`config.mk`:
```
export PLATFORM = sky130hd
export DESIGN_NAME = timer_bank
export DESIGN_NICKNAME = d
export VERILOG_FILES = /design/src/rtl/timer_bank_pkg.sv /design/src/rtl/timer_regif.sv /design/src/rtl/timer_reload_ch.sv /design/src/rtl/timer_stamp_ch.sv /design/src/rtl/timer_bank.sv
export SDC_FILE = /design/constraint.sdc
export NUM_CORES = 1
export LEC_CHECK = 0
export BUFFER_PORTS_ARGS = -buffer_cell sky130_fd_sc_hd__buf_2
export CAP_MARGIN = 20
export CELL_PAD_IN_SITES_DETAIL_PLACEMENT = 0
export CELL_PAD_IN_SITES_GLOBAL_PLACEMENT = 2
export CORE_MARGIN = 4
export CORE_UTILIZATION = 34
export DETAILED_ROUTE_END_ITERATION = 16
export HOLD_SLACK_MARGIN = 0.02
export PLACE_DENSITY = 0.83
export SLEW_MARGIN = 10
export SYNTH_ARGS = -nofsm -noshare
export SYNTH_HDL_FRONTEND = slang
export SYNTH_SLANG_ARGS = --single-unit
```
`constraint.sdc`:
```
create_clock -name clk_i -period 2.19 [get_ports clk_i]
set_input_delay 0.1095 -clock clk_i [delete_from_list [all_inputs] [get_ports clk_i]]
set_output_delay 0.1095 -clock clk_i [all_outputs]
set_load 0.03 [all_outputs]
```
`src/rtl/timer_bank_pkg.sv`:
```
package timer_bank_pkg;
  localparam int DATA_W  = 32;
  localparam int ADDR_W  = 4;
  localparam int NUM_RLD = 3;

  localparam int OFS_LOAD  = 0;
  localparam int OFS_VALUE = 1;
  localparam int OFS_CTRL  = 2;
  localparam int OFS_CLEAR = 3;
  localparam int ADDR_STAMP_LO = 12;
  localparam int ADDR_STAMP_HI = 13;

  localparam int CTRL_EN_BIT  = 7;
  localparam int CTRL_PER_BIT = 6;
  localparam int CTRL_SRC_BIT = 3;
  localparam int STAMP_EN_BIT = 8;

  typedef struct packed {
    logic en;
    logic periodic;
    logic slow_src;
  } ctrl_t;

  function automatic logic [DATA_W-1:0] ctrl_word(ctrl_t c);
    logic [DATA_W-1:0] w;
    w = '0;
    w[CTRL_EN_BIT]  = c.en;
    w[CTRL_PER_BIT] = c.periodic;
    w[CTRL_SRC_BIT] = c.slow_src;
    return w;
  endfunction
endpackage

```
`src/rtl/timer_regif.sv`:
```
module timer_regif
  import timer_bank_pkg::*;
(
  input  logic                            req_i,
  input  logic                            we_i,
  input  logic [ADDR_W-1:0]               addr_i,
  output logic [NUM_RLD-1:0]              load_we_o,
  output logic [NUM_RLD-1:0]              ctrl_we_o,
  output logic [NUM_RLD-1:0]              clr_we_o,
  output logic                            stamp_hi_we_o,
  input  logic [NUM_RLD-1:0][DATA_W-1:0]  rd_load_i,
  input  logic [NUM_RLD-1:0][DATA_W-1:0]  rd_cnt_i,
  input  ctrl_t [NUM_RLD-1:0]             rd_ctrl_i,
  input  logic [DATA_W-1:0]               stamp_lo_i,
  input  logic [DATA_W-1:0]               stamp_hi_i,
  output logic [DATA_W-1:0]               rdata_o
);
  logic wr;
  assign wr = req_i & we_i;

  always_comb begin
    for (int c = 0; c < NUM_RLD; c++) begin
      load_we_o[c] = wr && (addr_i == ADDR_W'(4*c + OFS_LOAD));
      ctrl_we_o[c] = wr && (addr_i == ADDR_W'(4*c + OFS_CTRL));
      clr_we_o[c]  = wr && (addr_i == ADDR_W'(4*c + OFS_CLEAR));
    end
    stamp_hi_we_o = wr && (addr_i == ADDR_W'(ADDR_STAMP_HI));
  end

  // Read mux: clear words and unmapped words return zero
  always_comb begin
    rdata_o = '0;
    for (int c = 0; c < NUM_RLD; c++) begin
      if (addr_i == ADDR_W'(4*c + OFS_LOAD))  rdata_o = rd_load_i[c];
      if (addr_i == ADDR_W'(4*c + OFS_VALUE)) rdata_o = rd_cnt_i[c];
      if (addr_i == ADDR_W'(4*c + OFS_CTRL))  rdata_o = ctrl_word(rd_ctrl_i[c]);
    end
    if (addr_i == ADDR_W'(ADDR_STAMP_LO)) rdata_o = stamp_lo_i;
    if (addr_i == ADDR_W'(ADDR_STAMP_HI)) rdata_o = stamp_hi_i;
  end
endmodule

```
`src/rtl/timer_reload_ch.sv`:
```
module timer_reload_ch
  import timer_bank_pkg::*;
#(
  parameter int W = 16
) (
  input  logic         clk_i,
  input  logic         rst_ni,
  input  logic         slow_tick_i,
  input  logic         fast_tick_i,
  input  logic         load_we_i,
  input  logic [W-1:0] load_data_i,
  input  logic         ctrl_we_i,
  input  ctrl_t        ctrl_i,
  input  logic         clr_we_i,
  output logic [W-1:0] load_o,
  output logic [W-1:0] cnt_o,
  output ctrl_t        ctrl_o,
  output logic         irq_o
);
  logic [W-1:0] load_q, cnt_q;
  ctrl_t        ctrl_q;
  logic         irq_q;
  logic         tick_sel, step, at_zero, underflow;

  assign tick_sel  = ctrl_q.slow_src ? slow_tick_i : fast_tick_i;
  assign step      = ctrl_q.en & tick_sel;
  assign at_zero   = (cnt_q == '0);
  assign underflow = step & at_zero;

  always_ff @(posedge clk_i or negedge rst_ni) begin
    if (!rst_ni) begin
      load_q <= '0;
      cnt_q  <= '0;
    end else if (load_we_i) begin
      load_q <= load_data_i;
      cnt_q  <= load_data_i;
    end else if (step) begin
      if (at_zero) cnt_q <= ctrl_q.periodic ? load_q : '1;
      else         cnt_q <= cnt_q - W'(1);
    end
  end

  always_ff @(posedge clk_i or negedge rst_ni) begin
    if (!rst_ni)        ctrl_q <= '0;
    else if (ctrl_we_i) ctrl_q <= ctrl_i;
  end

  // Underflow beats a same-cycle clear
  always_ff @(posedge clk_i or negedge rst_ni) begin
    if (!rst_ni)         irq_q <= 1'b0;
    else if (underflow)  irq_q <= 1'b1;
    else if (clr_we_i)   irq_q <= 1'b0;
  end

  assign load_o = load_q;
  assign cnt_o  = cnt_q;
  assign ctrl_o = ctrl_q;
  assign irq_o  = irq_q;

  p_load_now_r2: assert property (@(posedge clk_i) disable iff (!rst_ni)
    load_we_i |=> (cnt_q == $past(load_data_i)) && (load_q == $past(load_data_i)));
  p_count_down_r3: assert property (@(posedge clk_i) disable iff (!rst_ni)
    (ctrl_q.en && tick_sel && cnt_q != '0 && !load_we_i) |=> cnt_q == W'($past(cnt_q) - W'(1)));
  p_hold_off_r3: assert property (@(posedge clk_i) disable iff (!rst_ni)
    (!ctrl_q.en && !load_we_i) |=> $stable(cnt_q));
  p_reload_r4: assert property (@(posedge clk_i) disable iff (!rst_ni)
    (ctrl_q.en && ctrl_q.periodic && tick_sel && cnt_q == '0 && !load_we_i) |=> cnt_q == $past(load_q));
  p_wrap_r5: assert property (@(posedge clk_i) disable iff (!rst_ni)
    (ctrl_q.en && !ctrl_q.periodic && tick_sel && cnt_q == '0 && !load_we_i) |=> &cnt_q);
  p_irq_set_r6: assert property (@(posedge clk_i) disable iff (!rst_ni)
    (ctrl_q.en && tick_sel && cnt_q == '0) |=> irq_q);
  p_irq_hold_r6: assert property (@(posedge clk_i) disable iff (!rst_ni)
    (irq_q && !clr_we_i) |=> irq_q);
endmodule

```
`src/rtl/timer_stamp_ch.sv`:
```
module timer_stamp_ch
  import timer_bank_pkg::*;
#(
  parameter int W = 40
) (
  input  logic              clk_i,
  input  logic              rst_ni,
  input  logic              fast_tick_i,
  input  logic              hi_we_i,
  input  logic              hi_en_i,
  output logic [DATA_W-1:0] lo_o,
  output logic [DATA_W-1:0] hi_o
);
  localparam int HI_W = W - DATA_W;

  logic [W-1:0] cnt_q;
  logic         en_q;

  always_ff @(posedge clk_i or negedge rst_ni) begin
    if (!rst_ni) begin
      cnt_q <= '0;
      en_q  <= 1'b0;
    end else begin
      if (hi_we_i) en_q <= hi_en_i;
      if (hi_we_i && !hi_en_i)    cnt_q <= '0;
      else if (en_q && fast_tick_i) cnt_q <= cnt_q + W'(1);
    end
  end

  assign lo_o = cnt_q[DATA_W-1:0];

  always_comb begin
    hi_o = '0;
    hi_o[HI_W-1:0]     = cnt_q[W-1:DATA_W];
    hi_o[STAMP_EN_BIT] = en_q;
  end

  p_stamp_inc_r8: assert property (@(posedge clk_i) disable iff (!rst_ni)
    (en_q && fast_tick_i && !hi_we_i) |=> cnt_q == W'($past(cnt_q) + W'(1)));
  p_stamp_stop_r8: assert property (@(posedge clk_i) disable iff (!rst_ni)
    (hi_we_i && !hi_en_i) |=> (cnt_q == '0) && !en_q);
  p_stamp_hold_r9: assert property (@(posedge clk_i) disable iff (!rst_ni)
    (!fast_tick_i && !hi_we_i) |=> $stable(cnt_q));
endmodule

```
`src/rtl/timer_bank.sv`:
```
module timer_bank
  import timer_bank_pkg::*;
#(
  parameter int CH0_W   = 16,
  parameter int CH1_W   = 16,
  parameter int CH2_W   = 32,
  parameter int STAMP_W = 40
) (
  input  logic               clk_i,
  input  logic               rst_ni,
  input  logic               slow_tick_i,
  input  logic               fast_tick_i,
  input  logic               bus_req_i,
  input  logic               bus_we_i,
  input  logic [ADDR_W-1:0]  bus_addr_i,
  input  logic [DATA_W-1:0]  bus_wdata_i,
  output logic [DATA_W-1:0]  bus_rdata_o,
  output logic [NUM_RLD-1:0] irq_o
);
  logic [NUM_RLD-1:0]             load_we, ctrl_we, clr_we;
  logic                           stamp_hi_we;
  logic [NUM_RLD-1:0][DATA_W-1:0] rd_load, rd_cnt;
  ctrl_t [NUM_RLD-1:0]            rd_ctrl;
  logic [DATA_W-1:0]              stamp_lo, stamp_hi;
  ctrl_t                          ctrl_wr;

  assign ctrl_wr = '{en:       bus_wdata_i[CTRL_EN_BIT],
                     periodic: bus_wdata_i[CTRL_PER_BIT],
                     slow_src: bus_wdata_i[CTRL_SRC_BIT]};

  timer_regif u_regif (
    .req_i         (bus_req_i),
    .we_i          (bus_we_i),
    .addr_i        (bus_addr_i),
    .load_we_o     (load_we),
    .ctrl_we_o     (ctrl_we),
    .clr_we_o      (clr_we),
    .stamp_hi_we_o (stamp_hi_we),
    .rd_load_i     (rd_load),
    .rd_cnt_i      (rd_cnt),
    .rd_ctrl_i     (rd_ctrl),
    .stamp_lo_i    (stamp_lo),
    .stamp_hi_i    (stamp_hi),
    .rdata_o       (bus_rdata_o)
  );

  for (genvar g = 0; g < NUM_RLD; g++) begin : g_rld
    localparam int W = (g == 0) ? CH0_W : ((g == 1) ? CH1_W : CH2_W);
    logic [W-1:0] load_w, cnt_w;

    timer_reload_ch #(.W(W)) u_ch (
      .clk_i       (clk_i),
      .rst_ni      (rst_ni),
      .slow_tick_i (slow_tick_i),
      .fast_tick_i (fast_tick_i),
      .load_we_i   (load_we[g]),
      .load_data_i (bus_wdata_i[W-1:0]),
      .ctrl_we_i   (ctrl_we[g]),
      .ctrl_i      (ctrl_wr),
      .clr_we_i    (clr_we[g]),
      .load_o      (load_w),
      .cnt_o       (cnt_w),
      .ctrl_o      (rd_ctrl[g]),
      .irq_o       (irq_o[g])
    );

    assign rd_load[g] = DATA_W'(load_w);
    assign rd_cnt[g]  = DATA_W'(cnt_w);
  end

  timer_stamp_ch #(.W(STAMP_W)) u_stamp (
    .clk_i       (clk_i),
    .rst_ni      (rst_ni),
    .fast_tick_i (fast_tick_i),
    .hi_we_i     (stamp_hi_we),
    .hi_en_i     (bus_wdata_i[STAMP_EN_BIT]),
    .lo_o        (stamp_lo),
    .hi_o        (stamp_hi)
  );
endmodule

```
# Word level (Yosys, flattened, before mapping)
# Index checks and enable logic that the tools add are counted.
[word_totals]
reg_bits = 181
[classes]
n_bitwise = 7
muxes = 34
n_reduce_logical = 24
n_addsub = 4
eq_ne = 13
[op_table]
columns = ["op", "count"]
rows = [
  ["two-way mux 32 bit", 9],
  ["two-way mux 16 bit", 14],
  ["two-way mux 40 bit", 2],
  ["adder 40 x 1 -> 40 bit, second input constant", 1],
  ["logical NOT 16 bit", 2],
  ["logical NOT 32 bit", 1],
  ["subtractor 16 x 1 -> 16 bit, second input constant", 2],
  ["subtractor 32 x 1 -> 32 bit, second input constant", 1],
  ["== test 4 bit, second input constant", 6],
  ["== test 4 x 3 -> 1 bit, second input constant", 4],
  ["nonzero test 2 bit", 7],
  ["logical AND 1 bit", 12],
  ["two-way mux 1 bit", 9],
  ["== test 4 x 2 -> 1 bit, second input constant", 2],
  ["bitwise AND 1 bit", 7],
  ["== test 4 x 1 -> 1 bit, second input constant", 1],
  ["logical NOT 4 bit", 1],
  ["logical NOT 1 bit", 1],
]

# Depth between registers and ports, before layout
# Gate-level depths: netlist of the first run.
[depth]
ltp_word = 12
depth_mapped = 9

# Hierarchy
# A second synthesis of the first run with hierarchy kept.
[hier_totals]
hier_cells = 1486
area_unflattened_um2 = 12939.9
[by_module_without_submodules]
columns = ["module", "area_per_inst_um2", "cells_per_inst", "seq_area_each_um2", "n_inst"]
rows = [
  ["timer_reload_ch at g_rld[0].u_ch ...", 2049.5, 203, 900.9, 2],
  ["timer_reload_ch at g_rld[2].u_ch", 3807.4, 389, 1701.6, 1],
  ["timer_regif", 2563.7, 415, 0.0, 1],
  ["timer_stamp_ch", 2466.1, 275, 1026.0, 1],
  ["timer_bank", 3.8, 1, 0.0, 1],
]

# Least setup slack after synthesis of the first run
# OpenSTA, ideal clock, no wires.
[synth_timing]
path_kind = "flip-flop to flip-flop"
from = "register g_rld[2].u_ch.cnt_q[15]"
to = "register g_rld[2].u_ch.cnt_q[10]"
synth_period_minus_slack_ns = 2.414
setup_time_ns = 0.126
slack_ns = -0.224
stages_incl_launch_ff = 9
arrival_ns = 2.288
n_path_buf = 3
required_time_ns = 2.064
cell_sequence = "dfrtp_1 buf_2 or4_1 or2_1 buf_2 nor4_4 buf_4 a311oi_1 a221o_1"
[synth_via]
elab_chain_len = 4
[synth_lines]
columns = ["element", "line_no", "text"]
rows = [
  ["start: declaration", "timer_reload_ch.sv:20", "logic [W-1:0] load_q, cnt_q;"],
  ["start signal: assignment", "timer_reload_ch.sv:36", "cnt_q <= load_data_i;"],
  ["start signal: assignment", "timer_reload_ch.sv:38", "if (at_zero) cnt_q <= ctrl_q.periodic ? load_q : '1;"],
  ["start signal: assignment", "timer_reload_ch.sv:39", "else cnt_q <= cnt_q - W'(1);"],
  ["logical NOT 32 bit", "timer_reload_ch.sv:27", "assign at_zero = (cnt_q == '0);"],
  ["two-way mux 32 bit", "timer_reload_ch.sv:38", ""],
  ["two-way mux 32 bit", "timer_reload_ch.sv:37", "end else if (step) begin"],
  ["two-way mux 32 bit", "timer_reload_ch.sv:34", "end else if (load_we_i) begin"],
]
# No other way between the ends. The select of a mux whose other input is x is not followed.
# A chain may end at the register's enable or synchronous reset.

# Final worst setup path of the first run
[layout_timing]
from = "register g_rld[2].u_ch.cnt_q[17]"
to = "register g_rld[2].u_ch.cnt_q[24]"
[layout_via]
elab_chain_len = 4
word_cells_on_any_way = 5
classes_between = "add/sub (1); mux (3); reduce/logical (1)"
[layout_lines]
columns = ["element", "line_no"]
rows = [
  ["subtractor 32 x 1 -> 32 bit or logical NOT 32 bit (tied branches)", "timer_reload_ch.sv:39, timer_reload_ch.sv:27"],
  ["two-way mux 32 bit *", "timer_reload_ch.sv:38"],
  ["two-way mux 32 bit *", "timer_reload_ch.sv:37"],
  ["two-way mux 32 bit *", "timer_reload_ch.sv:34"],
]
# Every way passes the cells marked *; elsewhere a longest branch is shown, timed or not. The select of a mux whose other input is x is not followed.

==> results of run 1 <==
[synthesized netlist by cell type, types with 7 or more instances]
cell type	n
sky130_fd_sc_hd__xnor2_1	26
sky130_fd_sc_hd__nand2b_1	8
sky130_fd_sc_hd__o21ai_1	13
sky130_fd_sc_hd__nand3_1	57
sky130_fd_sc_hd__clkbuf_1	67
sky130_fd_sc_hd__and2_1	10
sky130_fd_sc_hd__nand2_1	216
sky130_fd_sc_hd__o211ai_1	13
sky130_fd_sc_hd__nor3b_1	7
sky130_fd_sc_hd__xor2_1	44
sky130_fd_sc_hd__or3_1	12
sky130_fd_sc_hd__a21oi_1	40
sky130_fd_sc_hd__o21ai_0	68
sky130_fd_sc_hd__inv_1	62
sky130_fd_sc_hd__nand3b_1	16
sky130_fd_sc_hd__nand4_1	12
sky130_fd_sc_hd__o31ai_1	15
sky130_fd_sc_hd__nor4_1	19
sky130_fd_sc_hd__dfrtp_1	181
sky130_fd_sc_hd__a22oi_1	37
sky130_fd_sc_hd__a222oi_1	17
sky130_fd_sc_hd__ha_1	7
sky130_fd_sc_hd__nor2_1	115
sky130_fd_sc_hd__mux4_2	7
sky130_fd_sc_hd__mux2_2	19
sky130_fd_sc_hd__or4_1	11
sky130_fd_sc_hd__a221o_1	17
sky130_fd_sc_hd__a32oi_1	7
sky130_fd_sc_hd__nor3_1	32
sky130_fd_sc_hd__a31oi_1	14
sky130_fd_sc_hd__a311oi_1	15
[area by class of cell]
type	count	area (sq um)	area share [%]
clock buffer	23	478	3.41
antenna	1	2.50	0.0179
multi-input combinational	944	6030	43.1
timing repair buffer	265	2130	15.2
sequential	181	4530	32.4
inverter	62	233	1.66
tap	402	503	3.59
clock inverter	8	100	0.715
[power by group through the flow]
stage          logic (uW)  registers (uW)  clock network [uW]
2_1_floorplan        3200            4930                   0
5_1_grt              6570            5180                3300
4_1_cts              5620            5000                3170
3_3_place_gp         5390            5000                   0
3_5_place_dp         5440            5010                   0
6_report             5980            5060                3120
[critical path, stage by stage (launching register included)]
cell,delay [ns]
sky130_fd_sc_hd__dfrtp_1,0.38
sky130_fd_sc_hd__or4_4,0.53
sky130_fd_sc_hd__or2_4,0.28
sky130_fd_sc_hd__buf_4,0.19
sky130_fd_sc_hd__nor3_4,0.22
sky130_fd_sc_hd__xor2_2,0.19
sky130_fd_sc_hd__nor2_4,0.06
sky130_fd_sc_hd__o31ai_2,0.26
[layer usage]
metal  part of all wire [%]  global-route usage, %  vias up  routed length (um)
met4                    2.2                   6.14        0                 849
met3                    5.5                   3.39       49                2120
met2                     44                   32.4      326               16800
met1                     49                   33.0     5235               18700
met5                      0                      0        -                   0
li1                       -                      -     4981                   -
[worst paths after layout]
path	cells past startpoint	endpoint	slack [ns]
max	7	g_rld[2].u_ch.cnt_o[24]	-0.04
max reg2reg	7	g_rld[2].u_ch.cnt_o[24]	-0.04
max in group asynchronous	3	g_rld[2].u_ch.cnt_o[0]	1.32
min in group asynchronous	2	g_rld[1].u_ch.cnt_o[10]	0.17
min reg2reg	2	g_rld[1].u_ch.load_o[4]	0.50
min	3	g_rld[0].u_ch.load_o[6]	0.03
[kinds of logic (layout without fill, tap and decap cells)]
family	after synthesis	after routing	share of synthesized area (%)
AOI/OAI and AO/OA	292	292	18.5
xor gates and xnor gates	70	70	5.66
adders and majority gates	7	7	0.808
buffers and inverters	147	358	5.43
DFF	181	181	41.8
muxes	31	31	3.89
other	0	1	0
and+or+nand+nor	544	544	23.9
[registers in the layout, indices dropped and copies added (netlist names)]
name and count:
u_stamp.en_q 1, g_rld.u_ch.ctrl_o 9, g_rld.u_ch.cnt_o 64, g_rld.u_ch.load_o 64
u_stamp.cnt_q 40, g_rld.u_ch.irq_o 3
[stage by stage]
stage	hold slack, ns	setup TNS, ns	util [%]	cells	total power, uW
6_report	0.0323	-0.159	44.5	1886	14200
5_1_grt	0.0269	-2.12	44.5	1885	15000
4_1_cts	0.0202	-0.00116	43.4	1875	13800
3_5_place_dp	0.0892	-1.00	40.4	1814	10400
3_3_place_gp	0.0917	-0.526	40.4	1814	10400
2_1_floorplan	-0.186	-0.699	-	1272	8130
[what timing repair did]
item,in CTS,in global routing
endpoints found under the hold margin,134,0
hold buffers,30,0
pin swaps,4,17
setup endpoints to repair,30,54
buffers inserted,0,8
resized for setup,13,51
gates cloned,0,2
==> results_tabular.tex, run 1 <==
\begin{tabular}{lr}
\hline
Metric & Value \\
\hline
\multicolumn{2}{l}{\textbf{Detailed routing}} \\
Number of optimization iterations in the first detailed-route pass & 5 \\
Number of DRC markers after the initial detailed-route iteration & between 800 and 900 \\
WL/cell & $\sim$20 um \\
Via count & $\sim$11,000 \\
Total detailed-routing wirelength & a little under 40,000 um \\
Count of unresolved DRC violations after routing & 0 \\
DR vias/cell & around 5.6 \\
Remaining antenna violation count after routing & 0 \\
\multicolumn{2}{l}{\textbf{Pwr}} \\
Power per cell area & 1010 nW/um\^{}2 \\
Fraction of power spent switching nets & between 30\% and 40\% \\
Switching power of the nets & between 5000 and 6000 uW \\
Logic gate share of total power & 42.3\% \\
Design internal power & 8700 uW \\
Worst vdd ir & roughly 0.65 mV \\
Clock share of power & $\sim$22\% \\
Register share of total power & 35.7\% \\
P\_leak & roughly 0.0064 uW \\
\multicolumn{2}{l}{\textbf{Place}} \\
Dpl ws & -0.0959 ns \\
Routability-driven placement congestion ratio & $\sim$0.87 \\
Total of buffers placed on input and output ports & 76 \\
Area post-placement & about 13,000 sq um \\
Half-perimeter wire length after detailed placement & 28,200 um \\
\multicolumn{2}{l}{\textbf{Floorplan}} \\
Area of the core & roughly 31,000 sq um \\
Die area & 34,800 sq um \\
Site row count & between 60 and 70 \\
Width of the chip & roughly 190 um \\
Boundary pin count & 77 \\
Height of the die & 186 um \\
Starting Density & about a third \\
\multicolumn{2}{l}{\textbf{Logic synthesis}} \\
Top post-synthesis cells by area & sky130\_fd\_sc\_hd\_\_dfrtp\_1 42\%, sky130\_fd\_sc\_hd\_\_nand2\_1 7.5\%, sky130\_fd\_sc\_hd\_\_nor2\_1 4.0\% \\
Post-synthesis area per instance & roughly 8.5 sq um \\
Nets in the synthesized netlist & 1,321 \\
Total of flip-flops plus latches after synthesis & between 150 and 200 \\
Post-Synthesis Cells & between 1,000 and 1,500 \\
Count of flip-flops with a built-in enable after synthesis & 0 \\
Largest area contributor in the synthesized netlist & sky130\_fd\_sc\_hd\_\_dfrtp\_1 \\
Prevailing post-synth register cell & sky130\_fd\_sc\_hd\_\_dfrtp\_1 \\
Proportion of synthesized chip area in sequential cells & between 40\% and 50\% \\
Number of unique standard cell types used by synthesis & 64 \\
Combined area of all synthesized cells & about 11,000 sq um \\
Number of warnings reported in the yosys synthesis log & 0 \\
Area share of the largest cell type after synthesis & 41.8\% \\
Share of flip-flops with an asynchronous set or reset after synthesis & 100\% \\
\multicolumn{2}{l}{\textbf{STA}} \\
Final worst path period share & 102\% \\
Setup repair after global routing missed its margin & yes \\
Final Worst Setup Slack & -0.0387 ns \\
Maximum operating frequency & 0.449 GHz \\
Final Max Slew Viols & 0 \\
Actual slew at the worst max-slew pin & between 0.7 and 0.8 ns \\
Number of setup violations in the final report & 11 \\
Time the worst path needs with I/O delays and setup & approximately 2.2 ns \\
Clock skew after layout & 0.0120 ns \\
Number of hold violations in the final report & 0 \\
Headroom to the max-slew limit & between 50\% and 60\% \\
\multicolumn{2}{l}{\textbf{Global route}} \\
Total grt overflow & 0 \\
Largest net degree at the start of global routing & 58 \\
Overall routing resource usage & between 20\% and 30\% \\
First-pass GRT wire length & roughly 60,000 um \\
Initial antenna violation count & 0 \\
Vias in the first global route & approximately 10,000 \\
\multicolumn{2}{l}{\textbf{Finish}} \\
Final-layout fill cell count & around 3,000 \\
Final instance area & $\sim$14,000 sq um \\
Net count of the finished layout & 1,520 \\
Most common cell after layout, fill and taps aside & sky130\_fd\_sc\_hd\_\_nand2\_1 \\
Synthesis-to-layout area growth & 29.3\% \\
Layout cells sized above 1 & roughly a quarter \\
Commonest cells after routing, fill and taps aside & 215 x sky130\_fd\_sc\_hd\_\_nand2\_1, 178 x sky130\_fd\_sc\_hd\_\_dfrtp\_1, 136 x sky130\_fd\_sc\_hd\_\_buf\_4 \\
\multicolumn{2}{l}{\textbf{Clocking}} \\
Number of levels the H-tree was split into & 4 \\
Clock Pin Slew Worst Setup and Hold Paths & $\sim$0.07 ns \\
Clock buffer count from CTS & 17 \\
Sink Count & around 180 \\
Bufs on Longest Clock Path & 2 \\
CTS tree & built \\
Clock root buffer & sky130\_fd\_sc\_hd\_\_clkbuf\_16 \\
Source-to-sink clock delay at the later pin of the worst-skew pair & between 0.4 and 0.5 ns \\
\multicolumn{2}{l}{\textbf{Critical path}} \\
Worst-path fanout max & 8 \\
Crit path launch & g\_rld[2].u\_ch.cnt\_o[17] \\
Required time of the critical path & between 2 and 3 ns \\
Critical path data arrival time & roughly 2.6 ns \\
Startpoint types & flip-flop \\
Reg-to-reg critical path startpoint & g\_rld[2].u\_ch.cnt\_o[17] \\
Crit. End Element & flip-flop \\
Type of the worst setup path & flip-flop to flip-flop \\
\multicolumn{2}{l}{\textbf{Status}} \\
Violations in the final reports & negative setup slack \\
Run status & finished with violations \\
\multicolumn{2}{l}{\textbf{Min path}} \\
Worst Min Path Start & bus\_wdata\_i[6] \\
Path class of the lowest-slack min-delay path & input port to flip-flop \\
\multicolumn{2}{l}{\textbf{Job}} \\
Max-cap viol count & 0 \\
\hline
\end{tabular}
(Power assumes the default switching activity.)
==> run 2, diff against run 1 <==
--- a/config.mk
+++ b/config.mk
@@ -10,11 +10,12 @@
 export CELL_PAD_IN_SITES_DETAIL_PLACEMENT = 0
 export CELL_PAD_IN_SITES_GLOBAL_PLACEMENT = 2
 export CORE_MARGIN = 4
-export CORE_UTILIZATION = 34
+export CORE_UTILIZATION = 35
 export DETAILED_ROUTE_END_ITERATION = 16
 export HOLD_SLACK_MARGIN = 0.02
 export PLACE_DENSITY = 0.83
 export SLEW_MARGIN = 10
 export SYNTH_ARGS = -nofsm -noshare
 export SYNTH_HDL_FRONTEND = slang
+export SYNTH_HIERARCHICAL = 1
 export SYNTH_SLANG_ARGS = --single-unit
==> results_tabular.tex, run 2 <==
\begin{tabular}{lr}
\hline
Metric & Value \\
\hline
\multicolumn{2}{l}{\textbf{Detailed routing}} \\
WL/cell & 22.2 um (was 20.4 um) \\
DR vias/cell & 5.84 (was 5.62) \\
Remaining antenna violation count after routing & 0 (unchanged) \\
Number of optimization iterations in the first detailed-route pass & 5 (unchanged) \\
Number of DRC markers after the initial detailed-route iteration & 1,026 (was 898) \\
Via count & 12,938 (was 10,591) \\
Count of unresolved DRC violations after routing & 0 (unchanged) \\
Total detailed-routing wirelength & 49,100 um (was 38,500 um) \\
\multicolumn{2}{l}{\textbf{Logic synthesis}} \\
Post-Synthesis Cells & 1,486 (was 1,272) \\
Prevailing post-synth register cell & sky130\_fd\_sc\_hd\_\_dfrtp\_1 (unchanged) \\
Count leader, synth & sky130\_fd\_sc\_hd\_\_dfrtp\_1 (was sky130\_fd\_sc\_hd\_\_nand2\_1) \\
Number of warnings reported in the yosys synthesis log & 6 (was 0) \\
Synth cell count leaders & 181 x sky130\_fd\_sc\_hd\_\_dfrtp\_1, 118 x sky130\_fd\_sc\_hd\_\_nor3\_1, 95 x sky130\_fd\_sc\_hd\_\_a21oi\_1 (was 216 x sky130\_fd\_sc\_hd\_\_nand2\_1, 181 x sky130\_fd\_sc\_hd\_\_dfrtp\_1, 115 x sky130\_fd\_sc\_hd\_\_nor2\_1) \\
Count of flip-flops with a built-in enable after synthesis & 0 (unchanged) \\
Total of flip-flops plus latches after synthesis & 181 (unchanged) \\
Largest area contributor in the synthesized netlist & sky130\_fd\_sc\_hd\_\_dfrtp\_1 (unchanged) \\
Proportion of synthesized chip area in sequential cells & 35.0\% (was 41.8\%) \\
Top post-synthesis cells by area & sky130\_fd\_sc\_hd\_\_dfrtp\_1 35\%, sky130\_fd\_sc\_hd\_\_mux2\_2 5.9\%, sky130\_fd\_sc\_hd\_\_nor3\_1 4.6\% (was sky130\_fd\_sc\_hd\_\_dfrtp\_1 42\%, sky130\_fd\_sc\_hd\_\_nand2\_1 7.5\%, sky130\_fd\_sc\_hd\_\_nor2\_1 4.0\%) \\
Share of flip-flops with an asynchronous set or reset after synthesis & 100\% (unchanged) \\
Combined area of all synthesized cells & 12,900 sq um (was 10,800 sq um) \\
Area share of the largest cell type after synthesis & 35.0\% (was 41.8\%) \\
Post-synthesis area per instance & 8.71 sq um (was 8.52 sq um) \\
Number of unique standard cell types used by synthesis & 83 (was 64) \\
\multicolumn{2}{l}{\textbf{STA}} \\
Final hold slack & 0.0419 ns (was 0.0323 ns) \\
Final total negative setup slack & -7.81 ns (was -0.159 ns) \\
Clock skew after layout & 0.0114 ns (was 0.0120 ns) \\
Number of hold violations in the final report & 0 (unchanged) \\
Time the worst path needs with I/O delays and setup & 2.56 ns (was 2.23 ns) \\
Headroom to the max-slew limit & 31.9\% (was 52.0\%) \\
Final Max Slew Viols & 0 (unchanged) \\
Setup repair after global routing missed its margin & yes (unchanged) \\
Final worst path period share & 117\% (was 102\%) \\
Maximum operating frequency & 0.391 GHz (was 0.449 GHz) \\
Final Worst Setup Slack & -0.365 ns (was -0.0387 ns) \\
Actual slew at the worst max-slew pin & 1.02 ns (was 0.718 ns) \\
Number of setup violations in the final report & 32 (was 11) \\
\multicolumn{2}{l}{\textbf{Critical path}} \\
Delay contributed by the slowest stage of the critical path & 0.54 ns (was 0.53 ns) \\
Cell class contributing the biggest share of worst-path delay & simple AND/OR/NAND/NOR gates (unchanged) \\
Bufs and invs on worst path & 0 (was 1) \\
Required time of the critical path & 2.54 ns (was 2.53 ns) \\
Worst path cell trace & or4\_4 -> or4\_4 -> or4\_4 -> or3\_1 -> a31o\_1 (was or4\_4 -> or2\_4 -> buf\_4 -> nor3\_4 -> xor2\_2 -> nor2\_4 -> o31ai\_2) \\
Worst-path fanout max & 3 (was 8) \\
Most used cell along the critical path & sky130\_fd\_sc\_hd\_\_or4\_4 \\
Critical Path Slowest Stage Cell & sky130\_fd\_sc\_hd\_\_or4\_4 (unchanged) \\
Crit. End Element & flip-flop (unchanged) \\
Critical path data arrival time & 2.91 ns (was 2.57 ns) \\
Type of the worst setup path & flip-flop to flip-flop (unchanged) \\
Startpoint types & flip-flop (unchanged) \\
\multicolumn{2}{l}{\textbf{Floorplan}} \\
Height of the die & 200 um (was 186 um) \\
Die area & 40,100 sq um (was 34,800 sq um) \\
Area of the core & 36,500 sq um (was 31,500 sq um) \\
Starting Density & 35.4\% (was 34.4\%) \\
Site row count & 70 (was 65) \\
Width of the chip & 200 um (was 186 um) \\
Boundary pin count & 77 (unchanged) \\
\multicolumn{2}{l}{\textbf{Pwr}} \\
Worst vdd ir & 0.599 mV (was 0.653 mV) \\
Post-layout power & 14,800 uW (was 14,200 uW) \\
Power per cell area & 933 nW/um\^{}2 (was 1010 nW/um\^{}2) \\
P\_leak & 0.00661 uW (was 0.00639 uW) \\
\multicolumn{2}{l}{\textbf{Global route}} \\
Largest net degree at the start of global routing & 71 (was 58) \\
First-pass GRT wire length & 76,900 um (was 60,700 um) \\
Total grt overflow & 0 (unchanged) \\
Initial antenna violation count & 0 (unchanged) \\
Vias in the first global route & 12,748 (was 10,188) \\
Overall routing resource usage & 24.0\% (was 21.8\%) \\
\multicolumn{2}{l}{\textbf{Clocking}} \\
Source-to-sink clock delay at the later pin of the worst-skew pair & 0.46 ns (was 0.44 ns) \\
Sink Count & 181 (unchanged) \\
Bufs on Longest Clock Path & 2 (unchanged) \\
Clock root buffer & sky130\_fd\_sc\_hd\_\_clkbuf\_16 (unchanged) \\
Clock Pin Slew Worst Setup and Hold Paths & 0.08 ns (was 0.07 ns) \\
CTS tree & built (unchanged) \\
Number of levels the H-tree was split into & 4 (unchanged) \\
Clock buffer count from CTS & 17 (unchanged) \\
\multicolumn{2}{l}{\textbf{Status}} \\
Violations in the final reports & negative setup slack (unchanged) \\
Run status & finished with violations (unchanged) \\
\multicolumn{2}{l}{\textbf{Min path}} \\
Path class of the lowest-slack min-delay path & input port to flip-flop (unchanged) \\
\multicolumn{2}{l}{\textbf{Finish}} \\
Net count of the finished layout & 1,783 (was 1,520) \\
Layout cells sized above 1 & 24.2\% (was 23.5\%) \\
Final core utilization & 43.5\% (was 44.5\%) \\
Count of antenna diodes in the layout & 0 (was 1) \\
Synthesis-to-layout area growth & 22.9\% (was 29.3\%) \\
Commonest cells after routing, fill and taps aside & 181 x sky130\_fd\_sc\_hd\_\_dfrtp\_1, 168 x sky130\_fd\_sc\_hd\_\_buf\_4, 113 x sky130\_fd\_sc\_hd\_\_nor3\_1 (was 215 x sky130\_fd\_sc\_hd\_\_nand2\_1, 178 x sky130\_fd\_sc\_hd\_\_dfrtp\_1, 136 x sky130\_fd\_sc\_hd\_\_buf\_4) \\
Most common cell after layout, fill and taps aside & sky130\_fd\_sc\_hd\_\_dfrtp\_1 (was sky130\_fd\_sc\_hd\_\_nand2\_1) \\
\multicolumn{2}{l}{\textbf{Place}} \\
Half-perimeter wire length after detailed placement & 37,200 um (was 28,200 um) \\
Total of buffers placed on input and output ports & 76 (unchanged) \\
Routability-driven placement congestion ratio & 0.903 (was 0.866) \\
\multicolumn{2}{l}{\textbf{Job}} \\
Max-cap viol count & 0 (unchanged) \\
\hline
\end{tabular}
[run 2: changes by cell type in the layout (fill, tap and decap cells not counted), moves of 40 or more]
cell,previous run,this run
sky130_fd_sc_hd__nor3_1,25,113
sky130_fd_sc_hd__nor2b_1,2,63
sky130_fd_sc_hd__a21oi_1,38,94
sky130_fd_sc_hd__mux2_2,19,68
sky130_fd_sc_hd__a22oi_1,37,77
sky130_fd_sc_hd__conb_1,0,87
sky130_fd_sc_hd__nand2_1,215,66
[run 2: stage by stage]
step           worst slack, ns  cell area, sq um  cells
2_1_floorplan           -0.534             13300   1571
3_3_place_gp            -0.365             15000   2161
3_5_place_dp            -0.383             15000   2162
4_1_cts                 -0.346             15800   2214
5_1_grt                 -0.409             15900   2215
6_report                -0.365             15900   2215
[run 2: what timing repair did]
action	in CTS	in global routing
resized for setup	5	15
setup buffers	1	1
pin swaps	1	1
hold buffers	19	0
endpoints found under the setup margin	33	41
hold endpoints to repair	89	0
[run 2: power breakdown]
part           internal (uW)  leakage [uW]  total [uW]  switching [uW]
registers               4150       0.00231        5070             914
clock network           1750      0.000298        3310            1550
logic                   2820       0.00400        6460            3640
[run 2: routing by layer]
| layer | up-vias | global-route usage (%) | wire length [um] |
|---|---|---|---|
| met5 | - | 0 | 0 |
| li1 | 6054 | - | - |
| met4 | 0 | 7.47 | 1360 |
| met3 | 60 | 3.71 | 2260 |
| met2 | 396 | 38.9 | 23300 |
| met1 | 6428 | 33.3 | 22200 |
[run 2: cells by family (layout without fill, tap and decap cells)]
logic type                 count (synthesis)  after routing  share of synthesized area (%)
AOI/OAI and AO/OA                        453            453                           24.0
adders and majority gates                  7              7                          0.677
muxes                                     82             82                           7.00
buffers and inverters                    164            340                           6.25
xor gates and xnor gates                  38             38                           2.57
DFF                                      181            181                           35.0
other                                      2             87                         0.0580
and+or+nand+nor                          559            559                           24.4
[run 2: worst paths after layout]
kind,end,cells after the start,slack [ns],start
min in group asynchronous,u_stamp/cnt_q[30],2,0.19,rst_ni
max in group asynchronous,g_rld[1].u_ch/cnt_o[8],3,1.16,rst_ni
setup / recovery,g_rld[2].u_ch/cnt_o[1],5,-0.37,g_rld[2].u_ch/cnt_o[27]
hold / removal,g_rld[1].u_ch/load_o[14],2,0.04,bus_wdata_i[14]
hold reg to reg,g_rld[2].u_ch/load_o[22],1,0.54,g_rld[2].u_ch/load_o[22]
setup reg to reg,g_rld[2].u_ch/cnt_o[1],5,-0.37,g_rld[2].u_ch/cnt_o[27]
[run 2: cell type report]
| class | instances | area (sq um) |
|---|---|---|
| Clock buffer | 18 | 439 |
| Timing Repair Buffer | 272 | 2010 |
| Sequential cell | 181 | 4530 |
| Inverter | 36 | 135 |
| Clock inverter | 14 | 164 |
| Multi-Input combinational cell | 1226 | 8040 |
| Fill cell | 3712 | 20600 |
| Tap cell | 468 | 586 |
==> run 3, diff against run 2 <==
--- a/config.mk
+++ b/config.mk
@@ -9,7 +9,7 @@
 export CAP_MARGIN = 20
 export CELL_PAD_IN_SITES_DETAIL_PLACEMENT = 0
 export CELL_PAD_IN_SITES_GLOBAL_PLACEMENT = 2
-export CORE_MARGIN = 4
+export CORE_MARGIN = 3
 export CORE_UTILIZATION = 35
 export DETAILED_ROUTE_END_ITERATION = 16
 export HOLD_SLACK_MARGIN = 0.02
@@ -19,3 +19,4 @@
 export SYNTH_HDL_FRONTEND = slang
 export SYNTH_HIERARCHICAL = 1
 export SYNTH_SLANG_ARGS = --single-unit
+export TNS_END_PERCENT = 100
==> results_tabular.tex, run 3 (synthesis gave the netlist of run 2 again) <==
\begin{tabular}{lr}
\hline
Metric & Value \\
\hline
\multicolumn{2}{l}{\textbf{Global route}} \\
Routing layer with the top usage in global route & met2 (unchanged) \\
Global routing usage on met2 & 39.1\% (was 38.9\%) \\
Grt met1 use & 34.7\% (was 33.3\%) \\
Total grt overflow & 0 (unchanged) \\
Initial antenna violation count & 0 (unchanged) \\
Global-route track usage on met3 & 3.37\% (was 3.71\%) \\
Vias in the first global route & 12,528 (was 12,748) \\
Largest net degree at the start of global routing & 63 (was 71) \\
First-pass GRT wire length & 74,900 um (was 76,900 um) \\
Overall routing resource usage & 24.6\% (was 24.0\%) \\
\multicolumn{2}{l}{\textbf{Detailed routing}} \\
DR vias/cell & 5.94 (was 5.84) \\
Remaining antenna violation count after routing & 0 (unchanged) \\
Number of optimization iterations in the first detailed-route pass & 8 (was 5) \\
WL/cell & 22.2 um (about the same) \\
Via count & 13,052 (was 12,938) \\
Number of DRC markers after the initial detailed-route iteration & 1,047 (was 1,026) \\
Count of unresolved DRC violations after routing & 0 (unchanged) \\
Total detailed-routing wirelength & 48,900 um (was 49,100 um) \\
\multicolumn{2}{l}{\textbf{STA}} \\
Number of hold violations in the final report & 0 (unchanged) \\
Headroom to the max-slew limit & 34.1\% (was 31.9\%) \\
Final Max Slew Viols & 0 (unchanged) \\
Setup repair after global routing missed its margin & yes (unchanged) \\
Final hold slack & 0.0392 ns (was 0.0419 ns) \\
Final worst path period share & 116\% (was 117\%) \\
Time the worst path needs with I/O delays and setup & 2.55 ns (was 2.56 ns) \\
Final Worst Setup Slack & -0.361 ns (was -0.365 ns) \\
Number of setup violations in the final report & 32 (unchanged) \\
Clock skew after layout & 0.0113 ns (was 0.0114 ns) \\
Actual slew at the worst max-slew pin & 0.989 ns (was 1.02 ns) \\
Maximum operating frequency & 0.392 GHz (was 0.391 GHz) \\
\multicolumn{2}{l}{\textbf{Floorplan}} \\
Site row count & 69 (was 70) \\
Boundary pin count & 77 (unchanged) \\
Area of the core & 36,000 sq um (was 36,500 sq um) \\
Width of the chip & 198 um (was 200 um) \\
Height of the die & 198 um (was 200 um) \\
Die area & 39,300 sq um (was 40,100 sq um) \\
Starting Density & 35.9\% (was 35.4\%) \\
\multicolumn{2}{l}{\textbf{Place}} \\
Half-perimeter wire length after detailed placement & 36,300 um (was 37,200 um) \\
Number of placed instances with taps included & 2,137 (was 2,162) \\
Routability-driven placement congestion ratio & 0.941 (was 0.903) \\
Dpl ws & -0.395 ns (was -0.383 ns) \\
Total of buffers placed on input and output ports & 76 (unchanged) \\
\multicolumn{2}{l}{\textbf{Finish}} \\
Layout cells sized above 1 & 23.9\% (was 24.2\%) \\
Commonest cells after routing, fill and taps aside & 181 x sky130\_fd\_sc\_hd\_\_dfrtp\_1, 156 x sky130\_fd\_sc\_hd\_\_buf\_4, 111 x sky130\_fd\_sc\_hd\_\_nor3\_1 (was 181 x sky130\_fd\_sc\_hd\_\_dfrtp\_1, 168 x sky130\_fd\_sc\_hd\_\_buf\_4, 113 x sky130\_fd\_sc\_hd\_\_nor3\_1) \\
Count of antenna diodes in the layout & 0 (unchanged) \\
Most common cell after layout, fill and taps aside & sky130\_fd\_sc\_hd\_\_dfrtp\_1 (unchanged) \\
Synthesis-to-layout area growth & 22.3\% (was 22.9\%) \\
Net count of the finished layout & 1,774 (was 1,783) \\
Number of standard cells in the final layout excluding fillers & 2,198 (was 2,215) \\
\multicolumn{2}{l}{\textbf{Status}} \\
Violations in the final reports & negative setup slack (unchanged) \\
Run status & finished with violations (unchanged) \\
\multicolumn{2}{l}{\textbf{Min path}} \\
Worst Min Path Start & bus\_wdata\_i[11] (was bus\_wdata\_i[14]) \\
Cell depth of the worst hold path & 2 (unchanged) \\
Hold endpoint & g\_rld[1].u\_ch/load\_o[11] (was g\_rld[1].u\_ch/load\_o[14]) \\
Path class of the lowest-slack min-delay path & input port to flip-flop (unchanged) \\
\multicolumn{2}{l}{\textbf{Critical path}} \\
Critical path data arrival time & 2.90 ns (was 2.91 ns) \\
Reg-to-reg critical path startpoint & g\_rld[2].u\_ch/cnt\_o[27] (unchanged) \\
Worst path cell trace & or4\_4 -> or4\_4 -> or4\_4 -> or3\_1 -> a31o\_1 (unchanged) \\
Critical Path Slowest Stage Cell & sky130\_fd\_sc\_hd\_\_or4\_4 (unchanged) \\
R2R setup slack & -0.36 ns (was -0.37 ns) \\
Delay contributed by the slowest stage of the critical path & 0.54 ns (about the same) \\
Worst-path fanout max & 3 (unchanged) \\
Startpoint types & flip-flop (unchanged) \\
Crit. End Element & flip-flop (unchanged) \\
Required time of the critical path & 2.54 ns (about the same) \\
Type of the worst setup path & flip-flop to flip-flop (unchanged) \\
Reg2reg end & g\_rld[2].u\_ch/cnt\_o[1] (unchanged) \\
Length in cells of the worst reg-to-reg path & 5 (unchanged) \\
Most used cell along the critical path & sky130\_fd\_sc\_hd\_\_or4\_4 (unchanged) \\
\multicolumn{2}{l}{\textbf{Clocking}} \\
Clock buffer count from CTS & 17 (unchanged) \\
CTS tree & built (unchanged) \\
Sink Count & 181 (unchanged) \\
Clock root buffer & sky130\_fd\_sc\_hd\_\_clkbuf\_16 (unchanged) \\
Clock Pin Slew Worst Setup and Hold Paths & 0.08 ns (about the same) \\
Bufs on Longest Clock Path & 2 (unchanged) \\
Source-to-sink clock delay at the later pin of the worst-skew pair & 0.46 ns (about the same) \\
Number of levels the H-tree was split into & 4 (unchanged) \\
\multicolumn{2}{l}{\textbf{Pwr}} \\
Worst vdd ir & 0.602 mV (was 0.599 mV) \\
P\_leak & 0.00655 uW (was 0.00661 uW) \\
Power per cell area & 925 nW/um\^{}2 (was 933 nW/um\^{}2) \\
\multicolumn{2}{l}{\textbf{Job}} \\
Max-cap viol count & 0 (unchanged) \\
\hline
\end{tabular}
[run 3: cell count changes in the layout (fill, tap and decap cells not counted), moves of 2 or more]
| cell | before | now |
|---|---|---|
| sky130_fd_sc_hd__buf_6 | 2 | 5 |
| sky130_fd_sc_hd__clkinvlp_4 | 1 | 3 |
| sky130_fd_sc_hd__clkbuf_8 | 2 | 4 |
| sky130_fd_sc_hd__buf_4 | 168 | 156 |
| sky130_fd_sc_hd__inv_6 | 5 | 3 |
| sky130_fd_sc_hd__inv_8 | 3 | 0 |
| sky130_fd_sc_hd__nor3_1 | 113 | 111 |
| sky130_fd_sc_hd__nor3_2 | 7 | 9 |
[run 3: through the flow]
stage	area [sq um]	utilization (%)	TNS (ns)	total power, uW
5_1_grt	15800	43.9	-10.73	15500
6_report	15800	43.9	-8.79	14600
3_5_place_dp	14900	41.3	-9.78	11300
3_3_place_gp	14900	41.3	-8.92	11200
4_1_cts	15700	43.6	-7.76	14500
2_1_floorplan	13300	-	-11.74	8590
[run 3: worst max path at each step]
stage | to | from
finish | g_rld[2].u_ch/cnt_o[1] | g_rld[2].u_ch/cnt_o[27]
global route | g_rld[2].u_ch/cnt_o[22] | g_rld[2].u_ch/cnt_o[26]
CTS | g_rld[2].u_ch/cnt_o[1] | g_rld[2].u_ch/cnt_o[27]
detailed placement | g_rld[2].u_ch/cnt_o[26] | g_rld[2].u_ch/cnt_o[27]
global placement | g_rld[2].u_ch/cnt_o[1] | g_rld[2].u_ch/cnt_o[27]
floorplan | g_rld[2].u_ch/cnt_o[1] | g_rld[2].u_ch/cnt_o[26]
[run 3: report_power, final]
part,internal (uW),switching (uW),leakage (uW)
sequential,4160,913,0.00231
clock,1660,1470,0.000272
combinational,2800,3640,0.00397
[run 3: area by class of cell]
class | instances | area, sq um
clock inverters | 10 | 97.6
flip-flops and latches | 181 | 4530
clock buffers | 21 | 470
fillers | 3570 | 20200
repair buffers | 263 | 1960
inverters | 36 | 135
multi-input cells | 1226 | 8050
well taps | 461 | 577
[run 3: layer usage]
metal / vias to the layer above / wire, um
met5: - / 0
met4: 0 / 1420
met3: 73 / 2740
met2: 492 / 22600
li1: 6034 / -
met1: 6453 / 22200
[run 3: worst max-delay path: cells and delay by family (launching register included)]
| family | cells | cell delay, ns |
|---|---|---|
| simple gates | 4 | 1.85 |
| flops | 1 | 0.38 |
| compound gates | 1 | 0.22 |
[run 3: what timing repair did]
action / CTS / global route
hold endpoints to repair: 110 / 0
gates resized for setup: 12 / 20
hold buffers: 19 / 0
setup buffers: 4 / 4
setup endpoints to repair: 33 / 47
pin swaps: 2 / 2
cloned: 3 / 0
